--- config.mk ---
export PLATFORM = sky130hd
export DESIGN_NAME = sdq_blk_tx
export DESIGN_NICKNAME = d
export VERILOG_FILES = /design/src/rtl/sdq_pkg.sv /design/src/rtl/sdq_crc16_lane.sv /design/src/rtl/sdq_ack_rx.sv /design/src/rtl/sdq_blk_tx.sv
export SDC_FILE = /design/constraint.sdc
export NUM_CORES = 1
export LEC_CHECK = 0
export ABC_AREA = 1
export BUFFER_PORTS_ARGS = -buffer_cell sky130_fd_sc_hd__clkbuf_2
export CORE_MARGIN = 3
export CORE_UTILIZATION = 40
export CTS_CLUSTER_DIAMETER = 100
export CTS_CLUSTER_SIZE = 10
export DETAILED_ROUTE_END_ITERATION = 8
export HOLD_SLACK_MARGIN = 0.1
export PLACE_DENSITY = 0.67
export SETUP_SLACK_MARGIN = 0.3
export SLEW_MARGIN = 10
export SYNTH_ARGS = -nofsm -noshare
export SYNTH_HDL_FRONTEND = slang
export SYNTH_SLANG_ARGS = --single-unit
--- constraint.sdc ---
create_clock -name clk -period 3.45 [get_ports clk]
set_clock_uncertainty 0.1 [all_clocks]
set_input_delay 0 -clock clk [delete_from_list [all_inputs] [get_ports clk]]
set_output_delay 0 -clock clk [all_outputs]
set_load 0.1 [all_outputs]
--- src/rtl/sdq_pkg.sv ---
// Shared types and constants of the four-lane block transmitter.
// Assumes one clock cycle equals one bus bit time.
package sdq_pkg;
    localparam int          LANES     = 4;
    localparam int          CRC_W     = 16;
    localparam logic [15:0] CRC_POLY  = 16'h1021;
    localparam int          TOK_W     = 3;
    localparam logic [2:0]  TOK_GOOD  = 3'b010;

    typedef enum logic [2:0] {
        TX_IDLE, TX_SOF, TX_DATA, TX_CRC, TX_EOF, TX_GAP, TX_ACK
    } tx_state_e;

    typedef enum logic [2:0] {
        AK_IDLE, AK_WAIT_SB, AK_TOKEN, AK_ENDBIT, AK_BUSY
    } ack_state_e;
endpackage

--- src/rtl/sdq_crc16_lane.sv ---
// One serial CRC16 for a single data line.
// It clears on clr, absorbs bit d on upd, and shifts its register left with
// zero fill on shift so that bit 15 is the next bit to send.
// Assumes that at most one of upd and shift is high in a cycle.
module sdq_crc16_lane
    import sdq_pkg::*;
(
    input  logic             clk,
    input  logic             rst_n,
    input  logic             clr,
    input  logic             upd,
    input  logic             shift,
    input  logic             d,
    output logic [CRC_W-1:0] crc_q
);
    logic fb;
    assign fb = d ^ crc_q[CRC_W-1];

    // Checksum register: clear, update with one bit, or drain
    always_ff @(posedge clk) begin
        if (!rst_n || clr)
            crc_q <= '0;
        else if (upd)
            crc_q <= {crc_q[CRC_W-2:0], 1'b0} ^ (fb ? CRC_POLY : '0);
        else if (shift)
            crc_q <= {crc_q[CRC_W-2:0], 1'b0};
    end
endmodule

--- src/rtl/sdq_ack_rx.sv ---
// Receives the card's write acknowledge on data line 0 and waits for busy.
// After go, it waits for a 0 start bit, shifts in a token, samples an end bit,
// then waits for line 0 to read high. Both waits are bounded by limit.
// Assumes limit is stable while active is high.
module sdq_ack_rx
    import sdq_pkg::*;
#(
    parameter int LIM_W = 16
)(
    input  logic             clk,
    input  logic             rst_n,
    input  logic             go,
    input  logic             dat0,
    input  logic [LIM_W-1:0] limit,
    output logic             active,
    output logic             done,
    output logic [TOK_W-1:0] token,
    output logic             tok_err,
    output logic             timeout
);
    localparam int BC_W = $clog2(TOK_W);

    ack_state_e       st;
    logic [LIM_W-1:0] cnt;
    logic [BC_W-1:0]  bitc;
    logic             lim_hit;

    assign lim_hit = ({1'b0, cnt} + (LIM_W+1)'(1)) >= {1'b0, limit};
    assign active  = (st != AK_IDLE);

    // Acknowledge sequencer with wait counter and result registers
    always_ff @(posedge clk) begin
        if (!rst_n) begin
            st      <= AK_IDLE;
            cnt     <= '0;
            bitc    <= '0;
            token   <= '0;
            tok_err <= 1'b0;
            timeout <= 1'b0;
            done    <= 1'b0;
        end else begin
            done <= 1'b0;
            case (st)
                AK_IDLE: if (go) begin
                    st      <= AK_WAIT_SB;
                    cnt     <= '0;
                    token   <= '0;
                    tok_err <= 1'b0;
                    timeout <= 1'b0;
                end
                AK_WAIT_SB: begin
                    if (!dat0) begin
                        st   <= AK_TOKEN;
                        bitc <= '0;
                    end else if (lim_hit) begin
                        timeout <= 1'b1;
                        done    <= 1'b1;
                        st      <= AK_IDLE;
                    end else
                        cnt <= cnt + 1'b1;
                end
                AK_TOKEN: begin
                    token <= {token[TOK_W-2:0], dat0};
                    bitc  <= bitc + 1'b1;
                    if (bitc == BC_W'(TOK_W-1))
                        st <= AK_ENDBIT;
                end
                AK_ENDBIT: begin
                    tok_err <= (token != TOK_GOOD) || !dat0;
                    cnt     <= '0;
                    st      <= AK_BUSY;
                end
                AK_BUSY: begin
                    if (dat0) begin
                        done <= 1'b1;
                        st   <= AK_IDLE;
                    end else if (lim_hit) begin
                        timeout <= 1'b1;
                        done    <= 1'b1;
                        st      <= AK_IDLE;
                    end else
                        cnt <= cnt + 1'b1;
                end
                default: st <= AK_IDLE;
            endcase
        end
    end

    // the completion strobe never lasts two cycles
    p_done_pulse_r7: assert property (@(posedge clk) disable iff (!rst_n)
        done |=> !done);

    // token capture begins only right after a sampled 0 start bit
    p_token_sb_r6: assert property (@(posedge clk) disable iff (!rst_n)
        (st == AK_TOKEN && bitc == '0) |-> ($past(st) == AK_WAIT_SB && !$past(dat0)));

    // a newly raised timeout always ends the transfer in the same cycle
    p_timeout_done_r8: assert property (@(posedge clk) disable iff (!rst_n)
        $rose(timeout) |-> done);
endmodule

--- src/rtl/sdq_blk_tx.sv ---
// Four-lane data block transmitter with write acknowledge.
// It sends start nibble, data nibbles, four per-line CRC16 and end nibble,
// releases the bus, then hands line 0 to the acknowledge receiver.
// Assumes in_data/in_valid follow ready/valid rules and that one clock
// cycle is one bus bit when bus_tick is high.
module sdq_blk_tx
    import sdq_pkg::*;
#(
    parameter  int MAX_LEN = 512,
    parameter  int LIM_W   = 16,
    parameter  int GAP_CYC = 2,
    localparam int LEN_W   = $clog2(MAX_LEN)
)(
    input  logic             clk,
    input  logic             rst_n,
    input  logic             xfer_start,
    input  logic [LEN_W-1:0] blk_len_m1,
    input  logic [LIM_W-1:0] busy_limit,
    input  logic [7:0]       in_data,
    input  logic             in_valid,
    output logic             in_ready,
    output logic [3:0]       dat_out,
    output logic             dat_oe,
    input  logic             dat0_in,
    output logic             bus_tick,
    output logic             xfer_busy,
    output logic             xfer_done,
    output logic [TOK_W-1:0] ack_token,
    output logic             crc_err,
    output logic             timeout
);
    localparam int GAP_W = (GAP_CYC > 1) ? $clog2(GAP_CYC) : 1;
    localparam int CC_W  = $clog2(CRC_W);

    tx_state_e                    st;
    logic [LEN_W-1:0]             len_q;
    logic [LEN_W:0]               fetched;
    logic [7:0]                   hold_byte;
    logic                         hold_vld;
    logic [LEN_W-1:0]             byte_idx;
    logic                         nib_lo;
    logic [CC_W-1:0]              crc_cnt;
    logic [GAP_W-1:0]             gap_cnt;
    logic                         start_acc;
    logic                         more;
    logic                         stall;
    logic                         last_byte;
    logic [3:0]                   cur_nib;
    logic [LANES-1:0]             crc_msb;
    logic [LANES-1:0][CRC_W-1:0]  lane_crc;
    logic                         ack_go;
    logic                         ack_active;

    assign start_acc = xfer_start && (st == TX_IDLE);
    assign more      = fetched < ({1'b0, len_q} + (LEN_W+1)'(1));
    assign stall     = (st == TX_DATA) && !hold_vld;
    assign last_byte = (byte_idx == len_q);
    assign cur_nib   = nib_lo ? hold_byte[3:0] : hold_byte[7:4];
    assign bus_tick  = (st != TX_IDLE) && !stall;
    assign xfer_busy = (st != TX_IDLE);
    assign ack_go    = (st == TX_GAP) && (gap_cnt == GAP_W'(GAP_CYC-1));

    // Byte request: during start and data, when the holding slot is free or emptying
    assign in_ready = ((st == TX_SOF) || (st == TX_DATA)) && more &&
                      (!hold_vld || ((st == TX_DATA) && nib_lo));

    // Line drive: fixed framing nibbles, data nibble or checksum bits
    always_comb begin
        dat_oe  = 1'b1;
        dat_out = 4'hF;
        case (st)
            TX_SOF:  dat_out = 4'h0;
            TX_DATA: dat_out = cur_nib;
            TX_CRC:  dat_out = crc_msb;
            TX_EOF:  dat_out = 4'hF;
            default: dat_oe  = 1'b0;
        endcase
    end

    // Transfer sequencer: framing states, nibble position and phase counters
    always_ff @(posedge clk) begin
        if (!rst_n) begin
            st       <= TX_IDLE;
            len_q    <= '0;
            byte_idx <= '0;
            nib_lo   <= 1'b0;
            crc_cnt  <= '0;
            gap_cnt  <= '0;
        end else begin
            case (st)
                TX_IDLE: if (start_acc) begin
                    len_q    <= blk_len_m1;
                    byte_idx <= '0;
                    nib_lo   <= 1'b0;
                    st       <= TX_SOF;
                end
                TX_SOF: st <= TX_DATA;
                TX_DATA: if (bus_tick) begin
                    nib_lo <= ~nib_lo;
                    if (nib_lo) begin
                        byte_idx <= byte_idx + 1'b1;
                        if (last_byte) begin
                            crc_cnt <= '0;
                            st      <= TX_CRC;
                        end
                    end
                end
                TX_CRC: begin
                    crc_cnt <= crc_cnt + 1'b1;
                    if (crc_cnt == CC_W'(CRC_W-1))
                        st <= TX_EOF;
                end
                TX_EOF: begin
                    gap_cnt <= '0;
                    st      <= TX_GAP;
                end
                TX_GAP: begin
                    gap_cnt <= gap_cnt + 1'b1;
                    if (ack_go)
                        st <= TX_ACK;
                end
                TX_ACK: if (xfer_done) st <= TX_IDLE;
                default: st <= TX_IDLE;
            endcase
        end
    end

    // Input holding slot: refill on handshake, empty after the low nibble goes out
    always_ff @(posedge clk) begin
        if (!rst_n) begin
            hold_byte <= '0;
            hold_vld  <= 1'b0;
            fetched   <= '0;
        end else if (start_acc) begin
            hold_vld <= 1'b0;
            fetched  <= '0;
        end else if (in_ready && in_valid) begin
            hold_byte <= in_data;
            hold_vld  <= 1'b1;
            fetched   <= fetched + 1'b1;
        end else if ((st == TX_DATA) && bus_tick && nib_lo)
            hold_vld <= 1'b0;
    end

    // Per-line checksum generators, one per data line
    for (genvar i = 0; i < LANES; i++) begin : g_lane
        sdq_crc16_lane u_crc (
            .clk   (clk),
            .rst_n (rst_n),
            .clr   (start_acc),
            .upd   ((st == TX_DATA) && bus_tick),
            .shift (st == TX_CRC),
            .d     (cur_nib[i]),
            .crc_q (lane_crc[i])
        );
        assign crc_msb[i] = lane_crc[i][CRC_W-1];
    end

    sdq_ack_rx #(.LIM_W(LIM_W)) u_ack (
        .clk     (clk),
        .rst_n   (rst_n),
        .go      (ack_go),
        .dat0    (dat0_in),
        .limit   (busy_limit),
        .active  (ack_active),
        .done    (xfer_done),
        .token   (ack_token),
        .tok_err (crc_err),
        .timeout (timeout)
    );

    // an accepted start drives the all-zero start nibble next cycle
    p_start_nib_r2: assert property (@(posedge clk) disable iff (!rst_n)
        start_acc |=> (dat_oe && dat_out == 4'h0));

    // sixteen drain shifts leave every lane register empty at the end nibble
    p_crc_drained_r3: assert property (@(posedge clk) disable iff (!rst_n)
        (st == TX_EOF) |-> (lane_crc == '0));

    // a stalled cycle leaves the nibble position untouched
    p_stall_hold_r4: assert property (@(posedge clk) disable iff (!rst_n)
        (st == TX_DATA && !bus_tick) |=> (st == TX_DATA && $stable(byte_idx) && $stable(nib_lo)));

    // the host never drives while the acknowledge receiver listens
    p_quiet_ack_r5: assert property (@(posedge clk) disable iff (!rst_n)
        ack_active |-> !dat_oe);

    // a start during a transfer does not reload the length
    p_start_ignored_r9: assert property (@(posedge clk) disable iff (!rst_n)
        (xfer_start && xfer_busy) |=> $stable(len_q));

    // by the checksum phase exactly the programmed byte count was taken
    p_fetch_count_r10: assert property (@(posedge clk) disable iff (!rst_n)
        (st == TX_CRC) |-> (fetched == ({1'b0, len_q} + (LEN_W+1)'(1))));
endmodule

==> flow_summary.ini, run 1 <==
[detailed_routing]
drc = 0
wl_um = 15900
vias = 6375
wl_per_cell_um = 12.3
avgViaCountPerCell = 4.93
ant_nets = 0
drtIter0Drc = 446
drt_pre_antenna_iters = 5

[logic_synthesis]
synthSimpleGateAreaFrac_pct = 24.0
synth_most_common_cell = nand2_1
ys_types = 39
synth_area_leader_cell = dfxtp_1
async_flop_share_pct = 0
avgSynthCellArea_sq_um = 7.16
synth_nets = 1041
synth_compound_area_share_pct = 16.8
synthAdderAreaFrac_pct = 5.57
synth_edf_count = 0
synth_flop_cell = dfxtp_1
syn_inst = 972
synth-seq-cells = 137
synth_area_leaders = dfxtp_1 39%, nand2_1 9.1%, a21oi_1 7.2%
synthTopCellsByCount = 168 x nand2_1, 137 x dfxtp_1, 133 x inv_1, 117 x nor2_1, 100 x a21oi_1
synth_top_area_share_pct = 39.4
post_synth_instance_area_sq_um = 6960
synth_top_family_by_area = simple AND/OR/NAND/NOR gates
synth_warnings = 0
synthMuxAreaShare_pct = 0
ys_seq_area_share_pct = 39.4
synth_xor_area_share_pct = 3.90

[timing]
fin_tns_setup_ns = 0
drv_slew = 0
slew_headroom_pct = 31.6
hold_viol = 0
period_needed_ns = 3.01
final-setup-viol-count = 0
finalCritPeriodShare_pct = 87.3
rsz0062_at_grt = false
fmax_ghz = 0.332
worst_hold_slack_ns = 0.264
worst_pin_slew_ns = 1.02

[pwr]
seqPwrFrac_pct = 34.3
pwr-share-comb_pct = 34.9
p_clk_share_pct = 30.8
switching_share_pct = 41.0
max-vdd-ir-drop_mv = 0.850
p_per_area_nw_per_um2 = 656
p_int_mw = 3.31
power_leakage_nw = 3.66
switchingPower_mw = 2.30

[clock_network]
clock_latency_ns = 0.41
cts-htree-levels = 4
root_buffer = clkbuf_16
cts_buffers = 17
clkSinkCount = 137
clk_pin_slew_ns = 0.06
ctsLongestPathBuffers = 2
cts_tree = done

[grt]
grt_max_degree = 58
grt.overflow.total = 0
grt_pass1_wl_um = 26200
track_usage_pct = 17.0
antenna_found_initial = 0
grt_pass1_vias = 5732

[run_status]
outcome = finished, final reports clean

[setup_path]
path_class = reg2out
crit_start = len_q[1]
arrival_ns = 2.91
endpoint_kind = output pin
start_kind = flip-flop
cp_max_fo = 3
reg2reg_from = len_q[1]
cp.required_ns = 3.35
r2r_slack_ns = 0.49

[placed_design]
port_buffers = 51
gp_congestion = 0.839
hpwl_um = 10400

[hold_path]
min-delay-start = in_data[2]
min_path_type = in2reg

[floorplan]
row_count = 47
boundaryPins = 52
dieArea_sq_um = 19000
die_h_um = 138
fp.dieW_um = 138
core_sq_um = 16800
start_util_pct = 41.4

[layout]
synthToLayoutAreaGrowth_pct = 22.7
multi_input_area_sq_um = 3660
register_area_sq_um = 2750
drive_gt1_share_pct = 14.7
antenna-diode-count = 0
final.fill_count = 1645
nets = 1129

[job]
maxCapViolCount = 0
-- power groups by stage --
stage | registers, mW | clock network, mW | logic, mW
2_1_floorplan | 1.91 | 0 | 1.57
6_report | 1.92 | 1.73 | 1.96
3_3_place_gp | 1.95 | 0 | 1.84
5_1_grt | 1.95 | 1.85 | 2.17
4_1_cts | 1.92 | 1.77 | 1.95
3_5_place_dp | 1.95 | 0 | 1.85
-- cell usage in the layout (no fill, tap or decap), drive strengths merged, types with 2 or more instances in the layout --
cell | netlist | layout
nand4 | 8 | 8
a21oi | 100 | 100
nand2 | 178 | 180
nor4 | 5 | 5
o21a | 2 | 2
nor2 | 123 | 123
xor2 | 27 | 27
buf | 20 | 13
dlygate4sd3 | 0 | 39
clkinvlp | 0 | 5
o21ai | 75 | 75
a31oi | 10 | 10
dfxtp | 137 | 137
xnor2 | 4 | 4
ha | 31 | 31
clkbuf | 15 | 69
nand3 | 35 | 35
a211oi | 26 | 26
clkinv | 3 | 7
nor3 | 28 | 28
or2 | 2 | 2
inv | 140 | 143
-- metal layers --
metal	GRT usage (%)	up-vias	share of wire, %	wire (um)
met1	22.3	2896	48	7590
met4	5.05	0	1.6	258
li1	-	3340	-	-
met2	27.5	116	47	7440
met3	4.43	23	3.9	625
met5	0	-	0	0
-- metrics by stage --
step           utilization (%)  instance area, sq um  power (mW)  setup slack (ns)  instances
2_1_floorplan                -                  6980        3.48             0.149        972
3_3_place_gp              43.9                  7390        3.79             0.292       1214
3_5_place_dp              43.9                  7390        3.81             0.247       1214
4_1_cts                   49.6                  8350        5.64             0.316       1285
5_1_grt                   50.8                  8550        5.96             0.245       1293
6_report                  50.8                  8550        5.61             0.438       1293
-- layout make-up --
type | count | area share, %
Clock buffer | 19 | 5.18
Clock inverter | 13 | 1.42
Inverter | 143 | 6.34
Multi-Input combinational cell | 659 | 42.8
Sequential cell | 137 | 32.2
Tap cell | 220 | 3.22
Timing Repair Buffer | 102 | 8.83
-- path summary, 6_finish.rpt --
| kind | end | cells after the start |
|---|---|---|
| min reg2reg | hold_byte[5] | 2 |
| min | hold_byte[2] | 4 |
| max | in_ready | 12 |
| max reg2reg | fetched[2] | 16 |
-- flip-flops by register name, summed over array words and instances, names as in the netlist --
name                flops
crc_cnt                 4
u_ack.bitc              2
gap_cnt                 1
hold_vld                1
u_ack.st                3
fetched                10
u_ack.token             3
g_lane.u_crc.crc_q     64
st                      3
u_ack.cnt              16
nib_lo                  1
byte_idx                9
len_q                   9
hold_byte               8
u_ack.timeout           1
u_ack.done              1
u_ack.tok_err           1
-- cell families (layout without fill, tap and decap cells) --
family,count (synthesis),count (layout)
AO/OA/AOI/OAI,215,215
flip-flops,137,137
AND/OR/NAND/NOR,380,382
buffers and inverters,178,277
adder cells (fa/ha/maj),31,31
XOR/XNOR,31,31
-- critical path, cell delays in order, from the launching register on --
cell and delay, ns:
dfxtp_1 0.38, inv_1 0.12, nor3_4 0.22, nand3_1 0.15, nor2_1 0.19, nand2_1 0.08
xor2_1 0.15, ha_1 0.29, a21oi_1 0.13, o21a_1 0.14, nand3_2 0.11, nor3_4 0.22
buf_4 0.32
-- what timing repair did --
action,in CTS,in global routing
setup endpoints to repair,13,23
gates resized for setup,2,33
endpoints found under the hold margin,66,0
gates cloned,0,2
pin swaps,0,6
hold buffers,39,0
setup buffers,0,6
Power figures use the tool's default switching activity.
==> inputs of run 2 (changes only) <==
--- a/config.mk
+++ b/config.mk
@@ -6,7 +6,7 @@
 export NUM_CORES = 1
 export LEC_CHECK = 0
 export ABC_AREA = 1
-export BUFFER_PORTS_ARGS = -buffer_cell sky130_fd_sc_hd__clkbuf_2
+export BUFFER_PORTS_ARGS = -buffer_cell sky130_fd_sc_hd__buf_2
 export CORE_MARGIN = 3
 export CORE_UTILIZATION = 40
 export CTS_CLUSTER_DIAMETER = 100
==> constraint.sdc (replaced) <==
create_clock -name clk -period 3.45 [get_ports clk]
set_clock_uncertainty 0.1 [all_clocks]
set_input_delay 0 -clock clk [delete_from_list [all_inputs] [get_ports clk]]
set_output_delay 0 -clock clk [all_outputs]
set_load 0.02 [all_outputs]
==> flow_summary.ini, run 2 (synthesis results as in run 1) <==
[setup_path]
cp_max_fo = 8
path_class = reg2reg
arrival_ns = 3.17
max_stage_delay_ns = 0.35
reg2reg_from = u_ack.cnt[3]
start_kind = flip-flop
cp.required_ns = 3.65
cp_top_family = simple AND/OR/NAND/NOR gates
worst-path-buf-inv = 3
cp_slowest_cell = dfxtp_2
crit_path_frequent_cell = nor2_1
endpoint_kind = flip-flop
crit_start = u_ack.cnt[3]
crit_chain = inv_2, nor3_4, nand2_2, nor4_4, xor2_1, inv_1, ha_1, nand2_1, nor2_1, nand2_1, nor2_1, nor2_1, nand3_2, nor2_4, nand3_4, nand2_8, buf_4, nand3_1, nand2_1, nor2_1

[detailed_routing]
ant_nets = 0
drtIter0Drc = 426
wl_um = 15700
vias = 6261
drt_pre_antenna_iters = 4
avgViaCountPerCell = 4.85
drc = 0
wl_per_cell_um = 12.2

[pwr]
p_per_area_nw_per_um2 = 611
power_leakage_nw = 3.72
max-vdd-ir-drop_mv = 0.600

[floorplan]
boundaryPins = 52
die_h_um = 138
dieArea_sq_um = 19000
start_util_pct = 41.4
fp.dieW_um = 138
row_count = 47
core_sq_um = 16800

[timing]
rsz0062_at_grt = false
fin_tns_setup_ns = 0
worst_pin_slew_ns = 1.08
drv_slew = 0
hold_viol = 0
period_needed_ns = 2.97
fmax_ghz = 0.337
setup_ws_ns = 0.480
finalCritPeriodShare_pct = 86.1
final-setup-viol-count = 0
slew_headroom_pct = 27.7

[clock_network]
clkSinkCount = 137
clk_pin_slew_ns = 0.06
cts_tree = done
cts-htree-levels = 4
root_buffer = clkbuf_16
clock_latency_ns = 0.41
cts_buffers = 17
ctsLongestPathBuffers = 2

[grt]
grt_pass1_vias = 5663
grt.overflow.total = 0
grt_pass1_wl_um = 26100
track_usage_pct = 16.8
antenna_found_initial = 0
grt_max_degree = 58

[layout]
nets = 1127
largest_register_ffs = 64
final_common_cell = nand2_1
layout_common_cells = 164 x nand2_1, 131 x inv_1, 129 x dfxtp_1, 111 x nor2_1, 100 x a21oi_1
synthToLayoutAreaGrowth_pct = 23.1
top_regs = g_lane.u_crc.crc_q (64), u_ack.cnt (16), fetched (10)
largest_register = g_lane.u_crc.crc_q
drive_gt1_share_pct = 15.3
antenna-diode-count = 0

[job]
maxCapViolCount = 0

[hold_path]
min_path_type = in2reg
min-delay-start = in_data[2]

[placed_design]
place_ws_ns = 0.270
port_buffers = 51
hpwl_um = 10600
gp_congestion = 0.865

[run_status]
outcome = finished, final reports clean
==> run 2: path summary, 6_finish.rpt <==
| kind | end | slack (ns) | cells after the start |
|---|---|---|---|
| min reg2reg | u_ack.bitc[0] | 0.35 | 1 |
| max reg2reg | u_ack.cnt[2] | 0.48 | 20 |
| min | hold_byte[2] | 0.29 | 4 |
| max | u_ack.cnt[2] | 0.48 | 20 |
==> run 2: cell type report <==
class,instances,area [sq um]
fillers,1629,8250
clock buffers,18,439
clock inverters,14,159
inverters,143,542
repair buffers,101,726
well taps,220,275
flip-flops and latches,137,2760
multi-input cells,658,3680
==> run 2: tightest hold or removal path, cell delays in order <==
cell	delay [ns]
dlygate4sd3_1	0.52
buf_2	0.10
nand2_1	0.04
a21oi_1	0.10
==> run 2: routing by layer <==
layer	up-vias	global-route usage (%)	part of all wire, %
met1	2829	22.1	48
met2	84	28.0	48
li1	3334	-	-
met4	0	5.54	1.2
met5	-	0	0
met3	14	3.08	2.8
==> run 2: what timing repair did <==
item	in CTS	in global routing
endpoints found under the hold margin	44	0
hold buffers	38	0
gates resized for setup	1	42
buffers inserted	0	4
cloned	0	1
setup endpoints to repair	12	37
pin swaps	0	7
==> run 2: through the flow <==
step | util [%] | instance area, sq um | instances | hold WS [ns] | power (mW)
global placement | 43.9 | 7380 | 1216 | 0.160 | 3.31
floorplan | - | 6960 | 972 | 0.0427 | 3.00
finish | 51.0 | 8570 | 1291 | 0.293 | 5.24
CTS | 49.7 | 8360 | 1286 | 0.272 | 5.25
detailed placement | 43.9 | 7380 | 1216 | 0.167 | 3.33
global route | 51.0 | 8570 | 1291 | 0.294 | 5.59
==> run 2: power by group <==
group	switching (mW)	internal [mW]
logic	0.978	0.512
clock network	0.725	1.10
registers	0.146	1.77
==> inputs of run 3 (changes only) <==
--- a/config.mk
+++ b/config.mk
@@ -14,6 +14,7 @@
 export DETAILED_ROUTE_END_ITERATION = 8
 export HOLD_SLACK_MARGIN = 0.1
 export PLACE_DENSITY = 0.67
+export RECOVER_POWER = 100
 export SETUP_SLACK_MARGIN = 0.3
 export SLEW_MARGIN = 10
 export SYNTH_ARGS = -nofsm -noshare
==> flow_summary.ini, run 3 (synthesis results as in run 1) <==
[floorplan]
fp.dieW_um = 138
boundaryPins = 52
dieArea_sq_um = 19000
row_count = 47
core_sq_um = 16800
start_util_pct = 41.4
die_h_um = 138

[setup_path]
cp.required_ns = 3.66
crit_chain = inv_2, nor3_4, nand2_1, nor4_1, xor2_1, inv_1, ha_1, nand2_1, nor2_1, nand2_1, nor2_1, nor2_1, nand3_2, nor2_4, nand3_4, nand2_8, buf_4, nand3_1, nand2_1, nor2_1
reg2reg_depth = 20
cp_slowest_cell = dfxtp_2
max_stage_delay_ns = 0.36
reg2reg_from = u_ack.cnt[3]
r2r-end = u_ack.cnt[2]
endpoint_kind = flip-flop
path_class = reg2reg
arrival_ns = 3.28
cp_max_fo = 8
r2r_slack_ns = 0.38
start_kind = flip-flop

[grt]
antenna_found_initial = 0
grt_pass1_wl_um = 26100
track_usage_pct = 16.8
grt_max_degree = 58
grt.overflow.total = 0
grt_pass1_vias = 5663

[layout]
nets = 1127
layout_common_cells = 170 x nand2_1, 133 x inv_1, 129 x dfxtp_1, 113 x nor2_1, 100 x a21oi_1
antenna-diode-count = 0
top_regs = g_lane.u_crc.crc_q (64), u_ack.cnt (16), fetched (10)
synthToLayoutAreaGrowth_pct = 21.9
final_common_cell = nand2_1
largest_register_ffs = 64
largest_register = g_lane.u_crc.crc_q
post-route-util_pct = 50.5
drive_gt1_share_pct = 12.7

[hold_path]
hold_end = hold_byte[2]
hold_depth = 4
min_path_type = in2reg
min-delay-start = in_data[2]

[pwr]
max-vdd-ir-drop_mv = 0.582
p_per_area_nw_per_um2 = 611
power_leakage_nw = 3.65

[timing]
slew_headroom_pct = 29.4
period_needed_ns = 3.07
fmax_ghz = 0.326
finalCritPeriodShare_pct = 88.9
worst_pin_slew_ns = 1.06
final-setup-viol-count = 0
hold_viol = 0
drv_slew = 0
rsz0062_at_grt = false
fin_tns_setup_ns = 0

[run_status]
outcome = finished, final reports clean

[job]
maxCapViolCount = 0

[placed_design]
hpwl_um = 10600
port_buffers = 51
gp_congestion = 0.865

[detailed_routing]
vias = 6293
drtIter0Drc = 411
wl_um = 15800
ant_nets = 0
drt_pre_antenna_iters = 8
avgViaCountPerCell = 4.87
drc = 0
wl_per_cell_um = 12.2

[clock_network]
cts_tree = done
ctsLongestPathBuffers = 2
cts-htree-levels = 4
cts_buffers = 17
clock_latency_ns = 0.42
clkSinkCount = 137
clk_pin_slew_ns = 0.06
root_buffer = clkbuf_16
[run 3: worst max path at each step]
stage | cells past startpoint | slack [ns] | start | endpoint
2_1_floorplan | 19 | 0.63 | u_ack.cnt[0] | u_ack.cnt[10]
3_3_place_gp | 18 | 0.27 | u_ack.cnt[0] | u_ack.cnt[8]
3_5_place_dp | 18 | 0.27 | u_ack.cnt[0] | u_ack.cnt[9]
4_1_cts | 18 | 0.32 | u_ack.cnt[0] | u_ack.cnt[6]
5_1_grt | 20 | 0.07 | u_ack.cnt[3] | u_ack.cnt[2]
6_report | 20 | 0.38 | u_ack.cnt[3] | u_ack.cnt[2]
[run 3: where the power goes]
part / total, mW / internal [mW] / switching, mW / leakage, nW
logic: 1.44 / 0.482 / 0.963 / 2.25
clock network: 1.83 / 1.10 / 0.729 / 0.288
registers: 1.92 / 1.77 / 0.140 / 1.11
[run 3: critical path, delay by kind of cell (launching register included)]
kind                     cells  cell delay [ns]
flip-flops                   1             0.36
XOR/XNOR                     1             0.25
AND/OR/NAND/NOR             15             1.66
adder cells (fa/ha/maj)      1             0.32
buffers and inverters        3             0.29
[run 3: routing by layer]
layer	GRT usage [%]	share of wire (%)
met1	22.1	48
met2	28.0	47
met3	3.08	3.3
met4	5.54	1.8
met5	0	0
[run 3: through the flow]
step / hold WS, ns / power, mW / instances / setup slack (ns) / cell area, sq um
3_3_place_gp: 0.160 / 3.31 / 1216 / 0.267 / 7380
6_report: 0.287 / 5.19 / 1291 / 0.382 / 8490
4_1_cts: 0.272 / 5.25 / 1286 / 0.318 / 8360
3_5_place_dp: 0.167 / 3.33 / 1216 / 0.270 / 7380
5_1_grt: 0.294 / 5.54 / 1291 / 0.0698 / 8490
2_1_floorplan: 0.0427 / 3.00 / 972 / 0.633 / 6960
[run 3: layout make-up]
type	instances	area [sq um]
fill	1646	8330
multi-input combinational	658	3610
sequential	137	2760
timing repair buffer	101	707
inverter	143	542
clock buffer	18	439
tap	220	275
clock inverter	14	159
[run 3: timing repair]
action	4_1_cts	5_1_grt
resized for setup	1	42
hold buffers	38	0
endpoints found under the setup margin	12	37
cloned	0	1
buffers inserted	0	4
pin swaps	0	7
endpoints found under the hold margin	44	0
